$ cat config.mk
export PLATFORM = sky130hd
export DESIGN_NAME = audio_clk_divider
export DESIGN_NICKNAME = d
export VERILOG_FILES = /design/src/rtl/acd_pkg.sv /design/src/rtl/acd_ctl_reg.sv /design/src/rtl/acd_counter.sv /design/src/rtl/acd_out_sel.sv /design/src/rtl/audio_clk_divider.sv
export SDC_FILE = /design/constraint.sdc
export NUM_CORES = 1
export LEC_CHECK = 0
export ABC_CLOCK_PERIOD_IN_PS = 8200
export BUFFER_PORTS_ARGS = -buffer_cell sky130_fd_sc_hd__buf_2
export CORE_UTILIZATION = 40
export DETAILED_ROUTE_END_ITERATION = 16
export SLEW_MARGIN = 0
export SYNTH_ARGS = -nofsm -noshare
export SYNTH_HDL_FRONTEND = slang
export SYNTH_HIERARCHICAL = 1
export SYNTH_SLANG_ARGS = --single-unit
$ cat constraint.sdc
create_clock -name clk -period 8.2 [get_ports clk]
set_input_delay 1.64 -clock clk [delete_from_list [all_inputs] [get_ports clk]]
set_output_delay 1.64 -clock clk [all_outputs]
set_load 0.03 [all_outputs]
$ cat src/rtl/acd_pkg.sv
package acd_pkg;

    localparam int RATIO_W = 16;
    localparam int FLAG_W  = 2;
    localparam int WORD_W  = 32;
    localparam int PAD_W   = WORD_W - RATIO_W - FLAG_W;

    typedef enum logic [1:0] {
        OP_RAW     = 2'd0,
        OP_SETDIV  = 2'd1,
        OP_ENABLE  = 2'd2,
        OP_DISABLE = 2'd3
    } acd_op_e;

    typedef struct packed {
        logic [RATIO_W-1:0] ratio;
        logic [PAD_W-1:0]   pad;
        logic [FLAG_W-1:0]  flags;
    } acd_word_t;

    typedef enum logic [1:0] {
        MODE_PASS  = 2'd0,
        MODE_DIV   = 2'd1,
        MODE_GATED = 2'd2
    } acd_mode_e;

    function automatic logic ratio_is_pass(input logic [RATIO_W-1:0] r);
        return r < RATIO_W'(2);
    endfunction

    function automatic acd_mode_e word_mode(input acd_word_t w);
        if (ratio_is_pass(w.ratio))
            return MODE_PASS;
        else if (&w.flags)
            return MODE_DIV;
        else
            return MODE_GATED;
    endfunction

    function automatic acd_word_t apply_cmd(input acd_word_t cur,
                                            input acd_op_e   op,
                                            input logic [WORD_W-1:0] data);
        acd_word_t nxt;
        nxt = cur;
        unique case (op)
            OP_RAW: nxt = acd_word_t'(data);
            OP_SETDIV: begin
                if (ratio_is_pass(data[RATIO_W-1:0]))
                    nxt = '0;
                else begin
                    nxt       = '0;
                    nxt.ratio = data[RATIO_W-1:0];
                end
            end
            OP_ENABLE: begin
                if (!ratio_is_pass(cur.ratio)) begin
                    nxt       = '0;
                    nxt.ratio = cur.ratio;
                    nxt.flags = '1;
                end
            end
            OP_DISABLE: nxt = '0;
            default: nxt = cur;
        endcase
        return nxt;
    endfunction

endpackage

$ cat src/rtl/acd_ctl_reg.sv
module acd_ctl_reg
    import acd_pkg::*;
(
    input  logic                clk,
    input  logic                rst,
    input  logic                cmd_valid,
    input  acd_op_e             cmd_op,
    input  logic [WORD_W-1:0]   cmd_data,
    output acd_word_t           word_q
);

    acd_word_t word_d;

    always_comb begin
        word_d = word_q;
        if (cmd_valid)
            word_d = apply_cmd(word_q, cmd_op, cmd_data);
    end

    always_ff @(posedge clk) begin
        if (rst)
            word_q <= '0;
        else
            word_q <= word_d;
    end


    raw_store_chk: assert property (@(posedge clk) disable iff (rst)
        cmd_valid && cmd_op == OP_RAW |=> word_q == $past(cmd_data));


    disable_clears_chk: assert property (@(posedge clk) disable iff (rst)
        cmd_valid && cmd_op == OP_DISABLE |=> word_q == '0);


    enable_low_ratio_chk: assert property (@(posedge clk) disable iff (rst)
        cmd_valid && cmd_op == OP_ENABLE && word_q.ratio < RATIO_W'(2)
        |=> $stable(word_q));


    setdiv_flags_clear_chk: assert property (@(posedge clk) disable iff (rst)
        cmd_valid && cmd_op == OP_SETDIV |=> word_q.flags == '0);

endmodule

$ cat src/rtl/acd_counter.sv
module acd_counter
    import acd_pkg::*;
(
    input  logic                clk,
    input  logic                rst,
    input  logic                restart,
    input  logic                active,
    input  logic                src_tick,
    input  logic [RATIO_W-1:0]  ratio,
    output logic                at_last
);

    logic [RATIO_W-1:0] cnt_q;
    logic [RATIO_W-1:0] last_idx;

    assign last_idx = ratio - RATIO_W'(1);
    assign at_last  = active && (cnt_q == last_idx);

    always_ff @(posedge clk) begin
        if (rst || restart || !active)
            cnt_q <= '0;
        else if (src_tick)
            cnt_q <= (cnt_q == last_idx) ? '0 : cnt_q + RATIO_W'(1);
    end


    restart_zero_chk: assert property (@(posedge clk) disable iff (rst)
        restart |=> cnt_q == '0);


    cnt_in_range_chk: assert property (@(posedge clk) disable iff (rst)
        active |-> cnt_q < ratio);

endmodule

$ cat src/rtl/acd_out_sel.sv
module acd_out_sel
    import acd_pkg::*;
(
    input  acd_mode_e  mode,
    input  logic       src_tick,
    input  logic       at_last,
    output logic       tick_out
);

    always_comb begin
        unique case (mode)
            MODE_PASS:  tick_out = src_tick;
            MODE_DIV:   tick_out = src_tick & at_last;
            default:    tick_out = 1'b0;
        endcase
    end

endmodule

$ cat src/rtl/audio_clk_divider.sv
module audio_clk_divider
    import acd_pkg::*;
(
    input  logic        clk,
    input  logic        rst,
    input  logic        cmd_valid,
    input  logic [1:0]  cmd_op,
    input  logic [31:0] cmd_data,
    input  logic        src_tick,
    output logic [31:0] rd_data,
    output logic        tick_out
);

    acd_word_t  word_q;
    acd_mode_e  mode;
    logic       at_last;

    acd_ctl_reg u_ctl (
        .clk       (clk),
        .rst       (rst),
        .cmd_valid (cmd_valid),
        .cmd_op    (acd_op_e'(cmd_op)),
        .cmd_data  (cmd_data),
        .word_q    (word_q)
    );

    assign mode = word_mode(word_q);

    acd_counter u_cnt (
        .clk      (clk),
        .rst      (rst),
        .restart  (cmd_valid),
        .active   (mode == MODE_DIV),
        .src_tick (src_tick),
        .ratio    (word_q.ratio),
        .at_last  (at_last)
    );

    acd_out_sel u_sel (
        .mode     (mode),
        .src_tick (src_tick),
        .at_last  (at_last),
        .tick_out (tick_out)
    );

    assign rd_data = word_q;


    pass_follows_chk: assert property (@(posedge clk) disable iff (rst)
        rd_data[31:16] < 16'd2 |-> tick_out == src_tick);


    gated_quiet_chk: assert property (@(posedge clk) disable iff (rst)
        rd_data[31:16] >= 16'd2 && rd_data[1:0] != 2'b11 |-> !tick_out);


    out_needs_src_chk: assert property (@(posedge clk) disable iff (rst)
        tick_out |-> src_tick);

endmodule

Yosys cells after proc, flatten, opt, wreduce, memory -nomap -nowiden

Cells that the tools add are included.

Register bits after elaboration: 48
Latch bits: 0
Memory bits (writable): 0
Memory bits (read-only): 0
Bits of input ports: 38
Word-level logic and storage cells: 32
Memories kept: 0

$add $sub $neg: 2
Multipliers: 0
Divide/modulo/power cells: 0
$lt $le $gt $ge: 2
Equal/unequal tests: 6
Shift-type cells: 0
Multiplexer cells: 7
Bitwise operators: 2
Reductions and logical operators: 9

Operators with widths:

| cell                  | count |
|---|---|
| $pmux 32 s4           | 1 |
| $lt 16x2->1 const B   | 2 |
| $mux 16               | 2 |
| $mux 32               | 1 |
| $add 16x1->16 const B | 1 |
| $eq 16x16->1          | 1 |
| $sub 16x1->16 const B | 1 |
| $reduce_and 2->1      | 3 |
| $eq 2x1->1 const B    | 2 |
| $eq 2x2->1 const B    | 2 |
| $logic_not 2->1       | 2 |
| $mux 2                | 2 |
| $logic_or 1x1->1      | 2 |
| $ne 2x2->1 const B    | 1 |
| $pmux 1 s2            | 1 |
| $and 1x1->1           | 1 |
| $logic_and 1x1->1     | 1 |
| $logic_not 1->1       | 1 |
| $not 1->1             | 1 |

Logic depth before layout (Yosys ltp)

Gate-level depths: netlist (run 1).

Word-level depth: 7
Depth in mapped cells: 10
Depth with buffers taken out: 10

Hierarchy

The synthesis (run 1) kept the hierarchy.

By module, submodules not included:

| module            | times used | cells each | area each (um2) | sequential area each (um2) |
|---|---|---|---|---|
| acd_ctl_reg       | 1          | 184        | 1735.4          | 640.6 |
| acd_counter       | 1          | 159        | 1345.0          | 320.3 |
| audio_clk_divider | 1          | 8          | 70.1            | 0.0 |
| acd_out_sel       | 1          | 2          | 26.3            | 0.0 |

Worst setup path after synthesis (run 1)

Ideal clock, no wire load.

Kind: register to output
Start: reg, netlist name u_ctl/word_q[17]
End: out tick_out
Data arrival time: 2993 ps
Data required time: 6560 ps
Setup slack: 3567 ps
Cell stages (with the launch flop): 9
Buffers on the path: 0
Path through: dfxtp_1 > or4_4 > or4_4 > xnor2_2 > o221ai_2 > a21oi_4 > nor4b_1 > nor2b_4 > nor3b_2

Longest elaborated chain between the ends: 6
Elaborated cells on any way between the ends: 9
Those cells by class: add/sub (1); order compare (1); eq/ne (2); mux (2); bitwise (1); reduce/logical (2)

Ends and longest elaborated chain:

| element                                               | RTL line                | RTL |
|---|---|---|
| branches (longest 3 deep; another with $sub 16x1->16) | n/a                     |  |
| $logic_and 1x1->1 *                                   | acd_counter.sv:17       | `assign at_last = active && (cnt_q == last_idx);` |
| net at_last                                           | audio_clk_divider.sv:16 | `logic at_last;` |
| $and 1x1->1 *                                         | acd_out_sel.sv:13       | `MODE_DIV: tick_out = src_tick & at_last;` |
| $pmux 1 s2 *                                          | acd_out_sel.sv:11       | `unique case (mode)` |
| to (decl)                                             | audio_clk_divider.sv:11 | `output logic tick_out` |

Mark *: on every way through the listed nets, which the timed path passes.

Final worst setup path (run 1)

Start: reg, netlist name u_ctl/word_q[17]
End: out tick_out

Longest elaborated chain between the ends: 6
Elaborated cells on any way between the ends: 9
Those cells by class: add/sub (1); order compare (1); eq/ne (2); mux (2); bitwise (1); reduce/logical (2)

Ends and longest elaborated chain:

| element                                               | RTL line |
|---|---|
| branches (longest 3 deep; another with $sub 16x1->16) | n/a |
| $logic_and 1x1->1 *                                   | acd_counter.sv:17 |
| net at_last                                           | audio_clk_divider.sv:16 |
| $and 1x1->1 *                                         | acd_out_sel.sv:13 |
| $pmux 1 s2 *                                          | acd_out_sel.sv:11 |

Marks and branches as above.

==> flow_metrics.env, run 1 <==
export IMPL_status="completed"
export IMPL_drtAntennaViolNets=0
export IMPL_cts_buffers=5
export IMPL_viasPerCell=5.62
export IMPL_yosys_register_bits=48
export IMPL_grt_antenna_before_repair=0
export IMPL_placed_cells=504
export IMPL_cts_resized=0
export IMPL_rrSetupSlack_ns=5.13
export IMPL_holdBufCountCts=0
export IMPL_cpLargestDelayFamily="simple AND/OR/NAND/NOR gates"
export IMPL_yosysMostFrequentCell="dfxtp_1"
export IMPL_synthTopCellsByCount="48 x dfxtp_1, 25 x nand2_1, 21 x nor2_1"
export IMPL_p_int_uw=391
export IMPL_cp_start_kind="register"
export IMPL_worst_pin_slew_ns=0.853
export IMPL_clock_root_buffer="clkbuf_8"
export IMPL_fp_dieH_um=91.1
export IMPL_yosysWarnings=6
export IMPL_rsz0062_at_grt="no"
export IMPL_die_area_um2=8300
export IMPL_die_w_um=91.1
export IMPL_grt_use_met2_pct=33.3
export IMPL_dr_pass1_iters=4
export IMPL_final_hold_viol_count=0
export IMPL_cp_required_ns=6.56
export IMPL_clockPowerShare_pct=32.6
export IMPL_place_ws_ns=3.61
export IMPL_layout_drive_gt1_share_pct=27.8
export IMPL_synth_edff_count=0
export IMPL_crit_chain="inv_1 > ha_1 > or4b_4 > nor4_1 > mux2i_1 > o211ai_4 > nor4b_1 > nor2b_4 > nor3b_2 > buf_2"
export IMPL_core_area_um2=7690
export IMPL_pwr_share_comb_pct=23.2
export IMPL_place_gp_congestion=0.792
export IMPL_ys_flop_type="dfxtp_1"
export IMPL_grtUsageTotal_pct=20.8
export IMPL_max_freq_ghz=0.205
export IMPL_io_buffers=70
export IMPL_ys_async_sr_fraction_pct=0
export IMPL_crit_slowest_cell="or4b_4"
export IMPL_grt_ovfl_total=0
export IMPL_num_vias=2876
export IMPL_num_rows=32
export IMPL_criticalPathCategory="register to primary output"
export IMPL_layout_nets=449
export IMPL_p_sw_uw=179
export IMPL_finalCritPeriodShare_pct=59.6
export IMPL_worstSetupEndpointType="primary output"
export IMPL_clockBufferDepth=2
export IMPL_grt_max_degree=36
export IMPL_netlist_instances=353
export IMPL_post_synth_cell_area_avg_um2=9.00
export IMPL_dp_hpwl_um=6120
export IMPL_tritoncts="done"
export IMPL_synth_nets=393
export IMPL_cpPeakStageDelay_ns=0.51
export IMPL_p_leak_uw=0.00138
export IMPL_stdcell_count=512
export IMPL_clock_latency_ns=0.31
export IMPL_use_met3_pct=4.02
export IMPL_cts_sinks=48
export IMPL_num_io_pins=71
export IMPL_cts_setup_buffers=0
export IMPL_hold_path_class="register to register"
export IMPL_slew_headroom_pct=43.0
export IMPL_routedWlPerCell_um=16.3
export IMPL_yosysSeqAreaShare_pct=30.2
export IMPL_first_global_vias=2716
export IMPL_pwr_share_seq_pct=44.3
export IMPL_areaGrowthSynthToFinish_pct=15.3
export IMPL_skew_ns=0.00678
export IMPL_power_density_nw_per_um2=156
export IMPL_drtIter0Drc=113
export IMPL_setup_viol=0
export IMPL_start_util_pct=41.3
export IMPL_htree_num_levels=2
export IMPL_setup_ws_ns=3.32
export IMPL_synth_area_leaders="dfxtp_1 30%, o41ai_2 5.1%, mux2_1 5.0%"
export IMPL_synth_top_area_share_pct=30.2
export IMPL_wl_um=8360
export IMPL_period_needed_ns=4.88
export IMPL_switching_share_pct=31.5
export IMPL_yosys_area_top_type="dfxtp_1"
export IMPL_grt_first_pass_wirelength_um=13900
export IMPL_ys_types=60
export IMPL_worstPathArrival_ns=3.24
export IMPL_holdWs_ns=0.497
export IMPL_cp_max_fo=7
export IMPL_drc=0
export IMPL_antenna_cells=0
export IMPL_syn_area_um2=3180
export IMPL_slew_viol_final=0
export IMPL_fin_setup_tns_ns=0
export IMPL_clk_pin_slew_worst_paths_ns=0.10
export IMPL_maxCapViolCount=0
export IMPL_ir_drop_uv=93.9
export IMPL_worst_path_buf_inv=2
export IMPL_met1_usage_pct=28.4
export IMPL_top_usage_layer="met2"
[power by group through the flow]
stage | sequential [uW] | clock (uW) | combinational, uW
4_1_cts | 253 | 191 | 132
3_5_place_dp | 258 | 0 | 132
2_1_floorplan | 268 | 0 | 86.6
5_1_grt | 255 | 199 | 144
3_3_place_gp | 258 | 0 | 131
6_report | 253 | 186 | 132
[cell families (layout without fill, tap and decap cells)]
kind of cell               count (synthesis)  after routing  synth area share (%)
xor gates and xnor gates                  33             33                  9.33
adders and majority gates                  2              2                 0.788
buffers and inverters                     42             99                  6.03
DFF                                       48             48                  30.2
AOI/OAI and AO/OA                         86             86                  22.1
muxes                                     16             16                  5.59
and+or+nand+nor                          126            126                  25.9
[worst min-delay path, delay by kind of cell (launching register included)]
| kind | cells | cell delay (ns) |
|---|---|---|
| compound gates | 1 | 0.06 |
| buf+inv | 1 | 0.05 |
| flops | 1 | 0.34 |
[metrics by stage]
| stage | instance area [um2] | power [uW] | utilization [%] |
|---|---|---|---|
| final | 3660 | 571 | 47.7 |
| after detailed placement | 3540 | 390 | 46.1 |
| after global routing | 3660 | 598 | 47.7 |
| after floorplan | 3180 | 355 | - |
| after global placement | 3540 | 389 | 46.1 |
| after CTS | 3660 | 576 | 47.7 |
[sequential cells by signal, indices dropped and copies added (netlist names)]
register,flops
u_cnt/cnt_q,16
u_ctl/word_q,32
[final cells by class]
class                           instances  area [um2]
Fill cell                             776        4020
Multi-Input combinational cell        263        2020
Sequential cell                        48         961
Timing Repair Buffer                   70         350
Tap cell                              102         128
Clock buffer                            6        82.6
Inverter                               21        78.8
Clock inverter                          2        38.8
[routing by layer]
| layer | vias up | wire, um |
|---|---|---|
| li1 | 1423 | - |
| met1 | 1369 | 3980 |
| met2 | 73 | 3850 |
| met3 | 11 | 403 |
| met4 | 0 | 135 |
| met5 | - | 0 |
[placed cells by master, fill, tap and decap left out, drive strengths merged, types with 17 or more instances in the layout]
cell / synthesis / final
inv: 21 / 21
a21oi: 20 / 20
nor2: 22 / 22
xnor2: 19 / 19
nand2: 25 / 25
buf: 12 / 70
dfxtp: 48 / 48
o21ai: 17 / 17
nor3: 19 / 19
[worst paths after layout]
path                                                     from                           end  cells past startpoint
worst max-delay path            u_ctl/word_q[17]$_SDFFE_PP0P_                      tick_out                     10
worst min register to register   u_ctl/word_q[4]$_SDFFE_PP0P_  u_ctl/word_q[4]$_SDFFE_PP0P_                      2
worst max register to register  u_ctl/word_q[17]$_SDFFE_PP0P_  u_cnt/cnt_q[13]$_SDFFE_PP0P_                      8
worst min-delay path             u_ctl/word_q[4]$_SDFFE_PP0P_  u_ctl/word_q[4]$_SDFFE_PP0P_                      2
(Power assumes the default switching activity.)
==> run 2, diff against run 1 <==
--- a/config.mk
+++ b/config.mk
@@ -5,7 +5,7 @@
 export SDC_FILE = /design/constraint.sdc
 export NUM_CORES = 1
 export LEC_CHECK = 0
-export ABC_CLOCK_PERIOD_IN_PS = 8200
+export ABC_CLOCK_PERIOD_IN_PS = 3950
 export BUFFER_PORTS_ARGS = -buffer_cell sky130_fd_sc_hd__buf_2
 export CORE_UTILIZATION = 40
 export DETAILED_ROUTE_END_ITERATION = 16
==> constraint.sdc (replaced) <==
create_clock -name clk -period 3.95 [get_ports clk]
set_input_delay 0.79 -clock clk [delete_from_list [all_inputs] [get_ports clk]]
set_output_delay 0.79 -clock clk [all_outputs]
set_load 0.03 [all_outputs]
==> run 2 against run 1 <==
Clock power up 110%. Final area up 2.3%. Register-to-register slack worse by 4.3 ns.
==> flow_metrics.env, run 2 (same netlist as run 1, synthesis figures left out) <==
export IMPL_drc=0
export IMPL_grt_antenna_before_repair=0
export IMPL_drtIter0Drc=131
export IMPL_criticalPathCategory="register to primary output"
export IMPL_tritoncts="done"
export IMPL_viasPerCell=5.61
export IMPL_final_hold_viol_count=0
export IMPL_status="completed"
export IMPL_clock_latency_ns=0.31
export IMPL_skew_ns=0.0107
export IMPL_cp_max_fo=7
export IMPL_worstReg2RegStart="u_ctl/word_q[17]$_SDFFE_PP0P_"
export IMPL_power_density_nw_per_um2=318
export IMPL_num_vias=2917
export IMPL_max_freq_ghz=0.262
export IMPL_die_area_um2=8300
export IMPL_slew_viol_final=0
export IMPL_worst_pin_slew_ns=0.880
export IMPL_first_global_vias=2722
export IMPL_min_from="u_ctl/word_q[6]$_SDFFE_PP0P_"
export IMPL_die_w_um=91.1
export IMPL_grtUsageTotal_pct=20.8
export IMPL_maxCapViolCount=0
export IMPL_regMostFlops="u_ctl/word_q"
export IMPL_place_gp_congestion=0.846
export IMPL_start_util_pct=41.3
export IMPL_layout_drive_gt1_share_pct=30.1
export IMPL_cp_required_ns=3.16
export IMPL_worstSetupEndpointType="primary output"
export IMPL_finalCritPeriodShare_pct=96.5
export IMPL_holdBufCountCts=0
export IMPL_drtAntennaViolNets=0
export IMPL_clockBufferDepth=2
export IMPL_slew_headroom_pct=41.1
export IMPL_design_area_um2=3750
export IMPL_hold_path_class="register to register"
export IMPL_worstPathArrival_ns=3.02
export IMPL_p_leak_uw=0.00142
export IMPL_layout_nets=457
export IMPL_setup_viol=0
export IMPL_num_io_pins=71
export IMPL_dp_hpwl_um=6150
export IMPL_final_common_cell="buf_2"
export IMPL_biggestRegsByFlops="u_ctl/word_q: 32 flops, u_cnt/cnt_q: 16 flops"
export IMPL_cp_start_kind="register"
export IMPL_grt_ovfl_total=0
export IMPL_wl_um=8620
export IMPL_antenna_cells=0
export IMPL_routedWlPerCell_um=16.6
export IMPL_dr_pass1_iters=4
export IMPL_final_cell_mix="70 x buf_2, 48 x dfxtp_1, 25 x nand2_1"
export IMPL_core_area_um2=7690
export IMPL_ir_drop_uv=144
export IMPL_clk_pin_slew_worst_paths_ns=0.11
export IMPL_cts_sinks=48
export IMPL_io_buffers=70
export IMPL_fp_dieH_um=91.1
export IMPL_areaGrowthSynthToFinish_pct=18.0
export IMPL_nFillCells=778
export IMPL_startpoint="u_ctl/word_q[17]$_SDFFE_PP0P_"
export IMPL_grt_max_degree=36
export IMPL_largest_reg_flops=32
export IMPL_period_needed_ns=3.81
export IMPL_grt_first_pass_wirelength_um=13800
export IMPL_num_rows=32
export IMPL_htree_num_levels=2
export IMPL_placed_area_um2=3590
export IMPL_cts_buffers=5
export IMPL_clock_root_buffer="clkbuf_8"
export IMPL_holdWs_ns=0.491
-- run 2: cell types whose count changed in the layout (fill, tap and decap cells not counted), sizes merged --
| cell | delta |
|---|---|
| buf | +8 |
| clkbuf | -1 |
| clkinv | -1 |
| inv | +1 |
| clkinvlp | +1 |
-- run 2: layout make-up --
type	count	area, um2	share of cell area [%]
flip-flops and latches	48	961	25.6
repair buffers	78	410	11.0
clock buffers	5	68.8	1.84
well taps	102	128	3.41
inverters	21	78.8	2.10
clock inverters	3	46.3	1.24
multi-input cells	263	2050	54.8
-- run 2: what timing repair did --
action | CTS | global route
setup buffers | 0 | 2
setup endpoints to repair | 1 | 1
gates resized for setup | 2 | 3
pin swaps | 0 | 1
-- run 2: metal layers --
metal | part of all wire (%) | track usage (%)
met2 | 47 | 33.6
met4 | 0.88 | 5.16
met1 | 48 | 28.6
met3 | 4.1 | 3.52
met5 | 0 | 0
-- run 2: report_power, final --
part	internal (uW)	total, uW	switching [uW]	leakage (uW)
clock	191	382	191	0.0000548
sequential	498	518	20.6	0.000390
combinational	113	292	178	0.000974
total	802	1190	390	0.00142
-- run 2: through the flow --
| stage | power [uW] | worst slack [ns] | TNS (ns) | utilization (%) | instances |
|---|---|---|---|---|---|
| after detailed placement | 814 | 0.231 | 0 | 46.7 | 510 |
| final | 1190 | 0.137 | 0 | 48.7 | 520 |
| after global routing | 1250 | -0.0487 | -0.0487 | 48.7 | 520 |
| after global placement | 811 | 0.297 | 0 | 46.7 | 510 |
| after CTS | 1200 | 0.0400 | 0 | 48.4 | 518 |
| after floorplan | 736 | 0.167 | 0 | - | 353 |
-- run 2: path summary, 6_finish.rpt --
kind / slack (ns) / endpoint / cells after the start
setup / recovery: 0.14 / tick_out / 9
hold reg to reg: 0.49 / u_ctl/word_q[6]$_SDFFE_PP0P_ / 2
hold / removal: 0.49 / u_ctl/word_q[6]$_SDFFE_PP0P_ / 2
setup reg to reg: 0.88 / u_cnt/cnt_q[15]$_SDFFE_PP0P_ / 8
-- run 2: worst max-delay path, stage by stage, from the launching register on --
cell and delay, ns:
dfxtp_1 0.41, or4_4 0.59, or4_4 0.48, xnor2_2 0.16, o221ai_2 0.22, a21oi_4 0.12, nor4b_4 0.33, nor2b_4 0.06
nor3b_2 0.14, buf_2 0.21
